$ cat config.mk
export PLATFORM = sky130hd
export DESIGN_NAME = tdc_meas_ctrl
export DESIGN_NICKNAME = d
export VERILOG_FILES = /design/src/rtl/tdc_pkg.sv /design/src/rtl/tdc_sync.sv /design/src/rtl/tdc_edge_counter.sv /design/src/rtl/tdc_ctrl_fsm.sv /design/src/rtl/tdc_meas_ctrl.sv
export SDC_FILE = /design/constraint.sdc
export NUM_CORES = 1
export LEC_CHECK = 0
export BUFFER_PORTS_ARGS = -buffer_cell sky130_fd_sc_hd__buf_4
export CAP_MARGIN = 20
export CORE_MARGIN = 3
export CORE_UTILIZATION = 30
export CTS_BUF_LIST = sky130_fd_sc_hd__clkbuf_4
export DETAILED_ROUTE_END_ITERATION = 10
export GPL_TIMING_DRIVEN = 1
export HOLD_SLACK_MARGIN = 0.06
export SETUP_SLACK_MARGIN = 0.15
export SLEW_MARGIN = 20
export SYNTH_ARGS = -nofsm -noshare
export SYNTH_HDL_FRONTEND = slang
export SYNTH_SLANG_ARGS = --single-unit
$ cat constraint.sdc
create_clock -name clk -period 5.2 [get_ports clk]
set_clock_uncertainty 0.2 [all_clocks]
set_input_delay 0.78 -clock clk [delete_from_list [all_inputs] [get_ports clk]]
set_output_delay 0.78 -clock clk [all_outputs]
set_load 0.03 [all_outputs]
$ cat src/rtl/tdc_pkg.sv
package tdc_pkg;
  typedef enum logic [1:0] {
    CMD_CLEAR = 2'd0,
    CMD_SYNC  = 2'd1,
    CMD_RUN   = 2'd2,
    CMD_ABORT = 2'd3
  } tdc_cmd_e;

  // state codes are visible at the port and decoded by software
  typedef enum logic [5:0] {
    ST_WSTART = 6'h00,
    ST_IDLE   = 6'h06,
    ST_COUNT  = 6'h08,
    ST_FREEZE = 6'h0E,
    ST_WFALL  = 6'h1E,
    ST_FORCED = 6'h2E
  } tdc_state_e;
endpackage

$ cat src/rtl/tdc_sync.sv
module tdc_sync #(
  parameter int WIDTH  = 3,
  parameter int STAGES = 2
) (
  input  logic             clk,
  input  logic             rst_n,
  input  logic [WIDTH-1:0] d,
  output logic [WIDTH-1:0] q
);
  logic [WIDTH-1:0] stg [STAGES];

  always_ff @(posedge clk or negedge rst_n) begin
    if (!rst_n) stg[0] <= '0;
    else        stg[0] <= d;
  end

  for (genvar i = 1; i < STAGES; i++) begin : g_stage
    always_ff @(posedge clk or negedge rst_n) begin
      if (!rst_n) stg[i] <= '0;
      else        stg[i] <= stg[i-1];
    end
  end

  assign q = stg[STAGES-1];
endmodule

$ cat src/rtl/tdc_edge_counter.sv
module tdc_edge_counter #(
  parameter int RES_W        = 25,
  parameter int SAT_CODE_W   = 4,
  parameter int SAT_MIN_CODE = 3,
  parameter int SAT_BASE_BIT = 12
) (
  input  logic                  clk,
  input  logic                  rst_n,
  input  logic                  clr,
  input  logic                  run,
  input  logic                  mclk_evt,
  input  logic [SAT_CODE_W-1:0] sat_code,
  output logic [RES_W-1:0]      count,
  output logic                  sat_hit
);
  localparam int IDX_W = $clog2(RES_W);

  logic [IDX_W-1:0] sat_idx;
  int               idx_calc;

  always_comb begin
    idx_calc = int'(sat_code) - SAT_MIN_CODE + SAT_BASE_BIT;
    if (int'(sat_code) < SAT_MIN_CODE || idx_calc > RES_W - 1) idx_calc = RES_W - 1;
    sat_idx = IDX_W'(idx_calc);
  end

  assign sat_hit = count[sat_idx];

  always_ff @(posedge clk or negedge rst_n) begin
    if (!rst_n)                           count <= '0;
    else if (clr)                         count <= '0;
    else if (run && mclk_evt && !sat_hit) count <= count + 1'b1;
  end

  p_clear_r10: assert property (@(posedge clk) disable iff (!rst_n)
    clr |=> count == '0);
  p_freeze_sat_r8: assert property (@(posedge clk) disable iff (!rst_n)
    (sat_hit && !clr) |=> $stable(count));
  p_step_one_r4: assert property (@(posedge clk) disable iff (!rst_n)
    !clr |=> (count == $past(count) || count == $past(count) + 1'b1));
  p_hold_idle_r4: assert property (@(posedge clk) disable iff (!rst_n)
    (!run && !clr) |=> $stable(count));
endmodule

$ cat src/rtl/tdc_ctrl_fsm.sv
module tdc_ctrl_fsm
  import tdc_pkg::*;
#(
  parameter int SKIP_W = 16
) (
  input  logic              clk,
  input  logic              rst_n,
  input  logic              cmd_valid,
  input  logic [1:0]        cmd_code,
  input  logic              start_act,
  input  logic              stop_act,
  input  logic              sat_hit,
  input  logic              skip_en,
  input  logic [SKIP_W-1:0] skip_load,
  output tdc_state_e        state,
  output logic              count_run,
  output logic              clr_result,
  output logic              done,
  output logic              saturated
);
  logic              start_prev, stop_prev;
  logic [SKIP_W-1:0] skip_cnt;
  logic              is_abort, start_fall, stop_evt, in_idle;
  tdc_cmd_e          cmd;

  assign cmd        = tdc_cmd_e'(cmd_code);
  assign in_idle    = (state == ST_IDLE);
  assign is_abort   = cmd_valid && (cmd == CMD_ABORT);
  assign clr_result = cmd_valid && in_idle && (cmd != CMD_ABORT);
  assign start_fall = start_prev && !start_act;
  assign stop_evt   = stop_act && !stop_prev;
  assign count_run  = (state == ST_COUNT);

  always_ff @(posedge clk or negedge rst_n) begin
    if (!rst_n) begin
      state      <= ST_IDLE;
      start_prev <= 1'b0;
      stop_prev  <= 1'b0;
      skip_cnt   <= '0;
      done       <= 1'b0;
      saturated  <= 1'b0;
    end else begin
      start_prev <= start_act;
      stop_prev  <= stop_act;
      if (clr_result) begin
        done      <= 1'b0;
        saturated <= 1'b0;
      end
      if (is_abort) begin
        state <= ST_IDLE;
      end else begin
        case (state)
          ST_IDLE: begin
            if (cmd_valid && cmd == CMD_RUN)       state <= ST_WSTART;
            else if (cmd_valid && cmd == CMD_SYNC) state <= ST_WFALL;
          end
          ST_WFALL:  if (start_fall) state <= ST_WSTART;
          ST_WSTART: begin
            if (start_act) begin
              state    <= ST_COUNT;
              skip_cnt <= (skip_load == '0) ? SKIP_W'(1) : skip_load;
            end
          end
          ST_COUNT: begin
            if (sat_hit) begin
              state     <= ST_FORCED;
              done      <= 1'b1;
              saturated <= 1'b1;
            end else if (stop_evt) begin
              if (!skip_en || skip_cnt <= SKIP_W'(1)) begin
                state <= ST_FREEZE;
                done  <= 1'b1;
              end else begin
                skip_cnt <= skip_cnt - 1'b1;
              end
            end
          end
          ST_FREEZE: state <= ST_IDLE;
          ST_FORCED: state <= ST_IDLE;
          default:   state <= ST_IDLE;
        endcase
      end
    end
  end

  p_abort_idle_r9: assert property (@(posedge clk) disable iff (!rst_n)
    is_abort |=> state == ST_IDLE);
  p_abort_no_done_r9: assert property (@(posedge clk) disable iff (!rst_n)
    (is_abort && !in_idle && !done) |=> !done);
  p_freeze_once_r5: assert property (@(posedge clk) disable iff (!rst_n)
    (state == ST_FREEZE) |=> (state == ST_IDLE && done));
  p_forced_once_r8: assert property (@(posedge clk) disable iff (!rst_n)
    (state == ST_FORCED) |=> (state == ST_IDLE && saturated && done));
  p_arm_clears_r11: assert property (@(posedge clk) disable iff (!rst_n)
    (in_idle && cmd_valid && (cmd == CMD_RUN || cmd == CMD_SYNC)) |=> (!done && !saturated));
  p_skip_hold_r7: assert property (@(posedge clk) disable iff (!rst_n)
    (count_run && stop_evt && skip_en && skip_cnt > SKIP_W'(1) && !sat_hit && !is_abort)
      |=> state == ST_COUNT);
  p_ignore_busy_r12: assert property (@(posedge clk) disable iff (!rst_n)
    (state == ST_WFALL && cmd_valid && !is_abort && !start_fall) |=> state == ST_WFALL);
endmodule

$ cat src/rtl/tdc_meas_ctrl.sv
module tdc_meas_ctrl
  import tdc_pkg::*;
#(
  parameter int RES_W        = 25,
  parameter int SKIP_W       = 16,
  parameter int SAT_CODE_W   = 4,
  parameter int SAT_MIN_CODE = 3,
  parameter int SAT_BASE_BIT = 12,
  parameter int SYNC_STAGES  = 2
) (
  input  logic                  clk,
  input  logic                  rst_n,
  input  logic                  cmd_valid,
  input  logic [1:0]            cmd_code,
  input  logic                  start_in,
  input  logic                  stop_in,
  input  logic                  meas_clk_in,
  input  logic                  start_low,
  input  logic                  stop_low,
  input  logic                  skip_en,
  input  logic [SKIP_W-1:0]     skip_load,
  input  logic [SAT_CODE_W-1:0] sat_code,
  output logic [5:0]            state_code,
  output logic                  done,
  output logic                  saturated,
  output logic [RES_W-1:0]      result
);
  localparam int NSIG = 3;

  logic [NSIG-1:0] raw_in, synced;
  logic            mclk_prev, mclk_evt;
  logic            start_act, stop_act;
  logic            count_run, clr_result, sat_hit;
  tdc_state_e      state;

  assign raw_in = {meas_clk_in, stop_in, start_in};

  tdc_sync #(.WIDTH(NSIG), .STAGES(SYNC_STAGES)) u_sync (
    .clk(clk), .rst_n(rst_n), .d(raw_in), .q(synced)
  );

  always_ff @(posedge clk or negedge rst_n) begin
    if (!rst_n) mclk_prev <= 1'b0;
    else        mclk_prev <= synced[2];
  end

  assign mclk_evt  = synced[2] ^ mclk_prev;
  assign start_act = synced[0] ^ start_low;
  assign stop_act  = synced[1] ^ stop_low;

  tdc_ctrl_fsm #(.SKIP_W(SKIP_W)) u_fsm (
    .clk(clk), .rst_n(rst_n), .cmd_valid(cmd_valid), .cmd_code(cmd_code),
    .start_act(start_act), .stop_act(stop_act), .sat_hit(sat_hit),
    .skip_en(skip_en), .skip_load(skip_load), .state(state),
    .count_run(count_run), .clr_result(clr_result), .done(done),
    .saturated(saturated)
  );

  tdc_edge_counter #(
    .RES_W(RES_W), .SAT_CODE_W(SAT_CODE_W),
    .SAT_MIN_CODE(SAT_MIN_CODE), .SAT_BASE_BIT(SAT_BASE_BIT)
  ) u_cnt (
    .clk(clk), .rst_n(rst_n), .clr(clr_result), .run(count_run),
    .mclk_evt(mclk_evt), .sat_code(sat_code), .count(result), .sat_hit(sat_hit)
  );

  assign state_code = state;

  p_done_on_stop_r5: assert property (@(posedge clk) disable iff (!rst_n)
    $rose(done) |-> (state == ST_FREEZE || state == ST_FORCED));
  p_count_only_run_r4: assert property (@(posedge clk) disable iff (!rst_n)
    (result != $past(result) && $past(!clr_result)) |-> $past(count_run));
endmodule

After elaboration in Yosys (flattened, before gate mapping)
Index checks and enable logic that the tools add are counted.

Register bits: 58. Input port bits: 31. Output and inout bits: 33. Word-level logic and storage cells: 89.

$add $sub $neg: 4. Magnitude comparators: 4. Equal/unequal tests: 16. Multiplexer cells: 30. Bitwise gates (word level): 4. Reductions and logical operators: 21.

Operator list (number): $mux 16 (5); $mux 25 (2); $mux 6 (8); $gt 32x6->1 const B (1); $pmux 16 s2 (1); $add 25x1->25 const B (1); $pmux 6 s4 (1); $le 16x1->1 const B (1); $logic_not 16->1 (1); $sub 16x1->16 const B (1); $mux 1 (11); $logic_and 1x1->1 (9); $ne 4x2->1 const B (2); $add 5x5->6 const B (1); $eq 6x3->1 const B (1); $eq 6x4->1 const B (1); $eq 6x5->1 const B (1); $logic_not 6->1 (1); $lt 5x6->1 const B (1); $ne 2x2->1 const B (3); $ne 3x1->1 const B (2); $reduce_and 6->1 (1); $bmux 1 s5 (1); $mux 5 (1); 12 further kinds (21).

Longest topological paths before layout
Gate-level depths: netlist (run 1).

Depth in word-level cells: 11. Depth in mapped cells: 14. Depth with buffers taken out: 12.

Cells and area by module
Synthesis (run 1) repeated with hierarchy kept, for this count alone.

Cell total of the unflattened synthesis: 458. Area, all modules: 3995.1 µm².

Modules (own cells, without submodules): tdc_edge_counter (times used 1, cells each 261, area an instance 2164.6 µm²); tdc_ctrl_fsm (times used 1, cells each 184, area an instance 1606.5 µm²); tdc_sync (times used 1, cells each 9, area an instance 172.7 µm²); tdc_meas_ctrl (times used 1, cells each 4, area an instance 51.3 µm²).

Worst setup path before layout (run 1)
OpenSTA, ideal clock, no wires.

Path type: input to register. Start: input sat_code[0]. End: register u_cnt.count[4]. Library setup time: 0.120 ns. Arrival: 3.906 ns. Required time: 4.880 ns. Slack: 0.974 ns. Cell stages on the path: 12. Path buffers: 1. Cell sequence: ha_1 > xnor2_1 > ha_1 > a211oi_2 > nor2_1 > o22a_1 > a211oi_1 > o221ai_2 > a2111oi_4 > buf_6 > a21oi_1 > a31o_1.

Cells in the longest elaborated chain, start to end: 10. Elaborated cells between the ends (all ways): 11. Classes of those cells: 2 x add/sub; 2 x order compare; 3 x mux; 4 x reduce/logical.

RTL lines: start: declaration (RTL line tdc_meas_ctrl.sv:22) `input logic [SAT_CODE_W-1:0] sat_code,`; $sub 4x2->5 (RTL line tdc_edge_counter.sv:22) `idx_calc = int'(sat_code) - SAT_MIN_CODE + SAT_BASE_BIT;`; $add 5x5->6 (RTL line tdc_edge_counter.sv:22); $gt 32x6->1 (RTL line tdc_edge_counter.sv:23) `if (int'(sat_code) < SAT_MIN_CODE || idx_calc > RES_W - 1) idx_calc = RES_W - 1;`; $logic_or 1x1->1 (RTL line tdc_edge_counter.sv:23); $mux 5 * (RTL line tdc_edge_counter.sv:23); $bmux 1 s5 * (RTL line tdc_edge_counter.sv:27) `assign sat_hit = count[sat_idx];`; $mux 1 (implied by the code) * (RTL line tdc_edge_counter.sv:27); $logic_not 1->1 * (RTL line tdc_edge_counter.sv:32) `else if (run && mclk_evt && !sat_hit) count <= count + 1'b1;`; $logic_and 1x1->1 * (RTL line tdc_edge_counter.sv:32); $reduce_bool 2->1 (no line) *; end signal: assignment (RTL line tdc_edge_counter.sv:32); end: declaration (RTL line tdc_edge_counter.sv:13) `output logic [RES_W-1:0] count,`.

Mark *: on every way between the ends. The rest lies on a longest branch, timed or not. The select of a mux whose other input is x is not followed. A chain may end at the register's enable or synchronous reset.

Worst setup path in the final report (run 1)
Start: input sat_code[0]. End: register u_fsm.skip_cnt[15].

Cells in the longest elaborated chain, start to end: 9. Elaborated cells between the ends (all ways): 10. Classes of those cells: 2 x add/sub; 2 x order compare; 1 x eq/ne; 3 x mux; 2 x reduce/logical.

RTL lines: $sub 4x2->5 (RTL line tdc_edge_counter.sv:22); $add 5x5->6 (RTL line tdc_edge_counter.sv:22); $gt 32x6->1 (RTL line tdc_edge_counter.sv:23); $logic_or 1x1->1 (RTL line tdc_edge_counter.sv:23); $mux 5 * (RTL line tdc_edge_counter.sv:23); $bmux 1 s5 * (RTL line tdc_edge_counter.sv:27); $mux 1 (implied by the code) * (RTL line tdc_edge_counter.sv:27); $ne 2x2->1 (no line) *; $reduce_and 6->1 (no line) *; end signal: assignment (RTL line tdc_ctrl_fsm.sv:61) `skip_cnt <= (skip_load == '0) ? SKIP_W'(1) : skip_load;`; end signal: assignment (RTL line tdc_ctrl_fsm.sv:74) `skip_cnt <= skip_cnt - 1'b1;`; end: declaration (RTL line tdc_ctrl_fsm.sv:22) `logic [SKIP_W-1:0] skip_cnt;`.

Marks and branches as above.

==> metrics.csv, run 1 <==
metric,value,unit
power.total,0.00177,W
yosys_warnings,0,
first_pass_iters,5,
path_cells,"buf_4, ha_1, xnor2_1, ha_1, a211oi_2, nor2_1, o21ai_0, a31oi_1, o221ai_2, a21oi_1, buf_4, o21ai_2, o21ai_0",
max_freq,0.225,GHz
rsz0062_at_grt,no,
synth_top_area_cell,dfrtp_1,
die_area,13900,sq um
viasPerCell,5.51,
die_x,118,um
h-tree-depth,2,
grt_max_degree,57,
ioPinCount,64,
drc,0,
dp_hpwl,7.61,mm
cpLargestDelayFamily,compound AO/OA/AOI/OAI gates,
fillCellCount,1284,
r2r_start,u_cnt.count[4],
slew_headroom,34.7,%
grt_first_pass_wirelength,17.6,mm
vdd_drop_max,152,uV
antenna_found_initial,1,
overflow,0,
fin_nets,522,
postCtsHoldBufs,0,
clock_latency,0.41,ns
synth_cell_type_count,73,
r2r_end,u_cnt.count[21],
finalWirelength,10.7,mm
drt_first_iter_violations,350,
reg2reg_slack,1.88,ns
clockRootBuffer,clkbuf_4,
critPathMaxFanout,23,
critPathKind,input port to flip-flop,
worst_pin_slew,0.976,ns
io_buffers,62,
crit_buf_inv,2,
final_antenna_net_count,0,
syn_area,3760,sq um
wl_per_cell,16.4,um
hold_viol_final,0,
cts.sinks,56,
async_flop_share,100,%
setup-violations-final,0,
worst-path-stages,13,
die_h,118,um
track_usage,15.1,%
synth_area_leaders,"dfrtp_1 (37%), nand2_1 (5.2%), nor2_1 (3.3%)",
arrival,4.54,ns
ys_seq_elements,56,
cpPeakStageDelay,0.50,ns
post_cts_buffers,0,
synth_cells,433,
yosysTopAreaCellShare,36.6,%
vias,3604,
endpoint,u_fsm.skip_cnt[15],
fin_tns_setup,0,ns
period_share,85.4,%
fin_crit,4.44,ns
finalMaxSlewViolations,0,
ff_latch_area,1400,sq um
area_delta_synth_final,17.8,%
end_kind,flip-flop,
cp.required,5.30,ns
hold_class,flip-flop to flip-flop,
synth_flop_cell,dfrtp_1,
cts_tree,built,
synth_fp_nets,471,
clockBufferDepth,2,
cts_buffers,5,
std_cell_rows,40,
postCtsResizedCells,0,
grt_pass1_vias,3442,
post_synth.cell_area_avg,8.68,sq um
power_density,400,nW/um^2
cellLeakagePower,1.92,nW
start_util,31.0,%
rr_worst_depth,8,
drv_cap,0,
multiInputGateArea,2180,sq um
status,"finished, final reports clean",
crit_start,sat_code[0],
core-area,12100,sq um
place_congestion,0.913,
clk_pin_slew,0.19,ns
drive_gt1_share,19.2,%
worst_setup_path_start_kind,input port,
synth-edff-count,0,
seq_area_frac_synth,37.3,%
critPathSlowestCell,o221ai_2,
==> layer usage <==
| metal | vias up | GRT usage (%) | share of wire [%] |
|---|---|---|---|
| li1 | 1719 | - | - |
| met1 | 1768 | 20.1 | 45 |
| met2 | 105 | 25.5 | 49 |
| met3 | 12 | 2.35 | 4.6 |
| met4 | 0 | 4.10 | 1.4 |
| met5 | - | 0 | 0 |
==> Yosys cell counts (all sizes together), types with 7 or more instances <==
master	number
nand2	52
inv	20
dfrtp	55
o22ai	7
buf	9
clkbuf	14
nand3	17
a31oi	12
nand4	11
a21o	8
mux2i	10
nor4	8
o21ai	18
ha	7
nor2	33
a21oi	23
nor3	17
==> cell usage in the layout (no fill, tap or decap), types with 6 or more instances in the layout <==
cell / synthesis / layout
nor3_1: 16 / 16
o21ai_0: 17 / 17
nor2_1: 33 / 33
nand4_1: 11 / 11
a21o_1: 8 / 8
nor4_1: 6 / 6
and3_1: 6 / 6
dfrtp_1: 55 / 55
a31oi_1: 12 / 12
inv_1: 20 / 20
nand2_1: 52 / 52
mux2i_1: 10 / 10
nand3_1: 17 / 17
o22ai_1: 7 / 7
buf_4: 2 / 67
xnor2_1: 6 / 6
nand2b_1: 6 / 6
ha_1: 7 / 7
a21oi_1: 23 / 23
==> layout make-up <==
class | count | area share [%]
well taps | 168 | 4.74
clock inverters | 3 | 0.508
clock buffers | 5 | 0.847
repair buffers | 67 | 11.4
multi-input cells | 334 | 49.1
diodes | 1 | 0.0565
inverters | 20 | 1.69
flip-flops and latches | 56 | 31.7
==> registers in the layout (all words and copies together) (netlist names) <==
register	count
u_cnt.count	25
u_fsm.skip_cnt	16
u_fsm.state	4
u_sync.q	3
u_sync.stg	3
mclk_prev	1
u_fsm.done	1
u_fsm.saturated	1
u_fsm.start_prev	1
u_fsm.stop_prev	1
==> worst min-delay path by stage <==
| stage | start | end | slack (ns) | cells past startpoint |
|---|---|---|---|---|
| after floorplan | u_sync.stg[3] | u_sync.q[0] | 0.13 | 0 |
| after global routing | u_sync.stg[4] | u_sync.q[1] | 0.18 | 0 |
| after CTS | u_sync.stg[3] | u_sync.q[0] | 0.17 | 0 |
| after detailed placement | u_sync.stg[3] | u_sync.q[0] | 0.14 | 0 |
| after global placement | u_sync.stg[3] | u_sync.q[0] | 0.13 | 0 |
| final | u_sync.stg[3] | u_sync.q[0] | 0.17 | 0 |
==> logic make-up after synthesis <==
logic type	after synthesis	share of synthesized area (%)
adders and majority gates	7	2.33
and+or+nand+nor	181	25.2
AOI/OAI and AO/OA	123	24.4
buffers and inverters	43	5.09
muxes	12	3.26
other	1	0.0997
DFF	56	37.3
xor gates and xnor gates	10	2.33
==> metrics by stage <==
step | area (sq um) | std cells | util, % | hold slack [ns] | worst slack (ns)
after global placement | 4370 | 645 | 36.1 | 0.131 | 0.529
final | 4430 | 654 | 36.6 | 0.170 | 0.760
after CTS | 4430 | 653 | 36.6 | 0.174 | 0.867
after detailed placement | 4370 | 645 | 36.1 | 0.136 | 0.397
after global routing | 4430 | 654 | 36.6 | 0.185 | 0.554
after floorplan | 3760 | 433 | - | 0.131 | 0.974
==> power by group <==
group / total [W] / internal (W) / switching [W]
Clock: 0.000214 / 0.0000551 / 0.000159
Combinational: 0.000874 / 0.000335 / 0.000539
Sequential: 0.000683 / 0.000547 / 0.000136
Total: 0.00177 / 0.000937 / 0.000834
Power figures use the tool's default switching activity.
==> inputs of run 2 (changes only) <==
- CORE_ASPECT_RATIO: unset -> 0.6
==> metrics.csv, run 2 (same netlist as run 1, synthesis figures left out) <==
metric,value,unit
p_comb_share,48.8,%
final_antenna_net_count,0,
status,"finished, final reports clean",
postCtsHoldBufs,0,
reg2reg_slack,1.93,ns
antenna_found_initial,0,
rsz0062_at_grt,no,
std_cell_rows,30,
critPathMaxFanout,13,
drt_first_iter_violations,352,
cp.required,5.31,ns
end_kind,flip-flop,
drc,0,
core-area,11700,sq um
drv_cap,0,
top_regs,"u_cnt.count: 25 flops, u_fsm.skip_cnt: 16 flops, u_fsm.state: 4 flops",
vdd_drop_max,139,uV
place_congestion,0.925,
final_cell_mix,"buf_4 (70), dfrtp_1 (55), nand2_1 (52)",
clk_pin_slew,0.17,ns
crit_buf_inv,2,
rr_worst_depth,8,
dp_hpwl,8.32,mm
power_density,410,nW/um^2
clockBufferDepth,2,
finalWirelength,11.0,mm
largest_register_ffs,25,
io_buffers,62,
drive_gt1_share,19.7,%
post_cts_buffers,0,
intPower,0.000993,W
p_sw_share,45.7,%
viasPerCell,5.54,
critPathSlowestCell,a2111oi_4,
clockRootBuffer,clkbuf_4,
seq_power_share,37.6,%
whs,0.171,ns
p_switching,0.000836,W
hold_viol_final,0,
cpLargestDelayFamily,compound AO/OA/AOI/OAI gates,
hold_class,flip-flop to flip-flop,
finalMaxSlewViolations,0,
wl_per_cell,17.0,um
arrival,4.71,ns
timing.final.ws_setup,0.601,ns
r2r_start,u_cnt.count[3],
p_clk_share,13.6,%
h-tree-depth,2,
worst_setup_path_start_kind,input port,
final_common_cell,buf_4,
first_pass_iters,5,
hold_path_depth,0,
cts_buffers,5,
die_x,151,um
overflow,0,
track_usage,15.7,%
grt_max_degree,57,
max_freq,0.217,GHz
postCtsResizedCells,0,
cts.sinks,56,
slew_headroom,41.5,%
regMostFlops,u_cnt.count,
die_area,14000,sq um
grt_first_pass_wirelength,17.7,mm
die_h,92.7,um
grt_pass1_vias,3313,
r2r_end,u_cnt.count[21],
cts_tree,built,
dp_slack,0.271,ns
critPathKind,input port to flip-flop,
start_util,32.0,%
area_delta_synth_final,18.6,%
holdPathEnd,u_sync.q[0],
utilization,38.0,%
power.total,0.00183,W
fin_nets,525,
vias,3589,
fin_tns_setup,0,ns
cpPeakStageDelay,0.70,ns
ioPinCount,64,
worstHoldStart,u_sync.stg[3],
period_share,88.4,%
worst_pin_slew,0.878,ns
fin_crit,4.60,ns
path_cells,"buf_4, ha_1, xnor2_1, ha_1, a211oi_2, nor2_1, o22a_1, a211oi_1, o221ai_2, a2111oi_4, buf_4, a31oi_1, a41o_1",
setup-violations-final,0,
cellLeakagePower,1.95,nW
clock_latency,0.39,ns
num_antenna_cells,0,
run 2: area by class of cell:
| class | instances | area [sq um] |
|---|---|---|
| timing repair buffer | 70 | 526 |
| tap | 160 | 200 |
| clock inverter | 2 | 35.0 |
| multi-input combinational | 334 | 2180 |
| inverter | 20 | 75.1 |
| sequential | 56 | 1400 |
| fill | 1206 | 7290 |
| clock buffer | 6 | 45.0 |
run 2: worst register-to-register path, cell delays in order, from the launching register on:
cell and delay, ns:
dfrtp_1 0.59, and4_1 0.36, nand4_1 0.21, nor4_2 0.40
and4_1 0.46, nand3_1 0.11, a2111oi_0 0.56, xnor2_1 0.19
nor2_1 0.05
run 2: worst max path at each step:
stage                      startpoint                 end  cells past startpoint
after floorplan           sat_code[0]      u_cnt.count[4]                     12
after CTS                 sat_code[0]      u_cnt.count[8]                     13
after global placement    sat_code[0]  u_fsm.skip_cnt[15]                     14
after global routing      sat_code[0]      u_cnt.count[8]                     14
after detailed placement  sat_code[0]      u_cnt.count[8]                     13
final                     sat_code[0]      u_cnt.count[8]                     13
run 2: layer usage:
layer / wire length, um / track usage (%) / vias to the layer above
li1: - / - / 1732
met1: 5880 / 25.1 / 1714
met2: 4190 / 20.8 / 132
met3: 842 / 4.11 / 11
met4: 85 / 3.12 / 0
met5: 0 / 0 / -
run 2: power groups by stage:
stage / Clock, W / Combinational [W] / Sequential, W
6_report: 0.000248 / 0.000892 / 0.000688
5_1_grt: 0.000273 / 0.000978 / 0.000706
4_1_cts: 0.000261 / 0.000889 / 0.000685
3_5_place_dp: 0 / 0.000887 / 0.000693
3_3_place_gp: 0 / 0.000878 / 0.000690
2_1_floorplan: 0 / 0.000567 / 0.000724
run 2: per-stage QoR:
stage	cell area (sq um)	std cells
floorplan	3760	433
global placement	4380	640
detailed placement	4380	640
CTS	4460	648
global route	4460	648
finish	4460	648
==> inputs of run 3 (changes only) <==
- clock period: 5.2 -> 4.15 ns (I/O delays scaled with it)
==> metrics.csv, run 3 (same netlist as run 1, synthesis figures left out) <==
metric,value,unit
status,"finished, final reports clean",
rsz0062_at_grt,no,
worst_setup_path_start_kind,input port,
vdd_drop_max,182,uV
period_share,91.8,%
place_congestion,0.954,
h-tree-depth,2,
reg2reg_slack,0.98,ns
max_freq,0.263,GHz
clk_pin_slew,0.19,ns
area_delta_synth_final,20.5,%
grt_max_degree,57,
hold_class,input port to asynchronous set/reset pin,
viasPerCell,5.60,
critPathMaxFanout,11,
drv_cap,0,
drt_first_iter_violations,282,
top_regs,"u_cnt.count: 25 flops, u_fsm.skip_cnt: 16 flops, u_fsm.state: 4 flops",
core-area,11700,sq um
setup-violations-final,0,
num_antenna_cells,0,
cpPeakStageDelay,0.42,ns
die_h,92.7,um
final_common_cell,buf_4,
clockBufferDepth,2,
path_cells,"buf_4, ha_1, xnor2_1, inv_1, ha_1, a211oi_4, nor2_1, o22a_1, a211oi_1, o221ai_4, a2111oi_2, buf_4, nand3_1, a21oi_1",
grt_first_pass_wirelength,18.5,mm
drive_gt1_share,20.6,%
antenna_found_initial,0,
cts_tree,built,
ioPinCount,64,
finalMaxSlewViolations,0,
die_area,14000,sq um
io_buffers,62,
power_density,503,nW/um^2
track_usage,16.4,%
drc,0,
end_kind,flip-flop,
start_util,32.0,%
overflow,0,
fin_crit,3.81,ns
critPathKind,input port to flip-flop,
fin_nets,532,
regMostFlops,u_cnt.count,
clock_latency,0.41,ns
wl_per_cell,17.1,um
final_antenna_net_count,0,
largest_register_ffs,25,
cellLeakagePower,1.98,nW
final_cell_mix,"buf_4 (75), dfrtp_1 (55), nand2_1 (52)",
worst_pin_slew,0.858,ns
std_cell_rows,30,
critPathSlowestCell,a2111oi_2,
hold_viol_final,0,
vias,3669,
slew_headroom,42.8,%
arrival,3.93,ns
grt_pass1_vias,3436,
dp_slack,-0.121,ns
die_x,151,um
timing.final.ws_setup,0.341,ns
clockRootBuffer,clkbuf_4,
utilization,38.6,%
cts_buffers,5,
finalWirelength,11.2,mm
first_pass_iters,5,
dp_hpwl,8.31,mm
cts.sinks,56,
cp.required,4.27,ns
==> run 3: area by class of cell <==
type	count	area, sq um
flip-flops and latches	56	1400
multi-input cells	334	2200
clock buffers	5	37.5
clock inverters	3	22.5
well taps	160	200
repair buffers	77	593
fillers	1189	7220
inverters	20	75.1
==> run 3: final timing paths <==
| path | startpoint | endpoint | depth (start not counted) |
|---|---|---|---|
| max | sat_code[0] | u_cnt.count[9] | 14 |
| min | rst_n | u_sync.stg[5] | 1 |
| max reg2reg | u_cnt.count[3] | u_cnt.count[21] | 8 |
| min reg2reg | u_sync.stg[4] | u_sync.q[1] | 0 |
| max in group asynchronous | rst_n | u_cnt.count[15] | 1 |
| min in group clk | start_in | u_sync.stg[3] | 1 |
==> run 3: stage by stage <==
step	hold WS [ns]	total power [W]	setup TNS, ns	area, sq um	instances
after floorplan	0.127	0.00162	0	3770	433
after detailed placement	0.140	0.00200	-1.25	4440	645
after global routing	0.0756	0.00245	0	4530	655
final	0.0456	0.00228	0	4530	655
after global placement	0.133	0.00197	-0.105	4440	645
after CTS	0.0747	0.00227	0	4500	653
==> run 3: power by group <==
group | leakage [nW] | switching [W] | internal, W
registers | 0.714 | 0.000180 | 0.000686
clock network | 0.0356 | 0.000199 | 0.0000689
logic | 1.23 | 0.000700 | 0.000443
==> run 3: critical path: cells and delay by family <==
family | cells | cell delay [ns]
xor gates and xnor gates | 1 | 0.26
adders and majority gates | 2 | 0.54
and+or+nand+nor | 2 | 0.22
buffers and inverters | 3 | 0.50
AOI/OAI and AO/OA | 6 | 1.79
==> run 3: metal layers <==
layer	vias up	wire length, um	share of wire [%]	GRT usage (%)
met2	123	4600	41	22.4
met1	1793	5750	51	25.9
met4	0	75	0.67	2.97
li1	1747	-	-	-
met3	6	780	7.0	3.72
met5	-	0	0	0
==> run 3: what timing repair did <==
item,CTS,global route
endpoints found under the setup margin,0,14
setup buffers,0,1
hold endpoints to repair,0,1
hold buffers,0,1
resized for setup,0,3
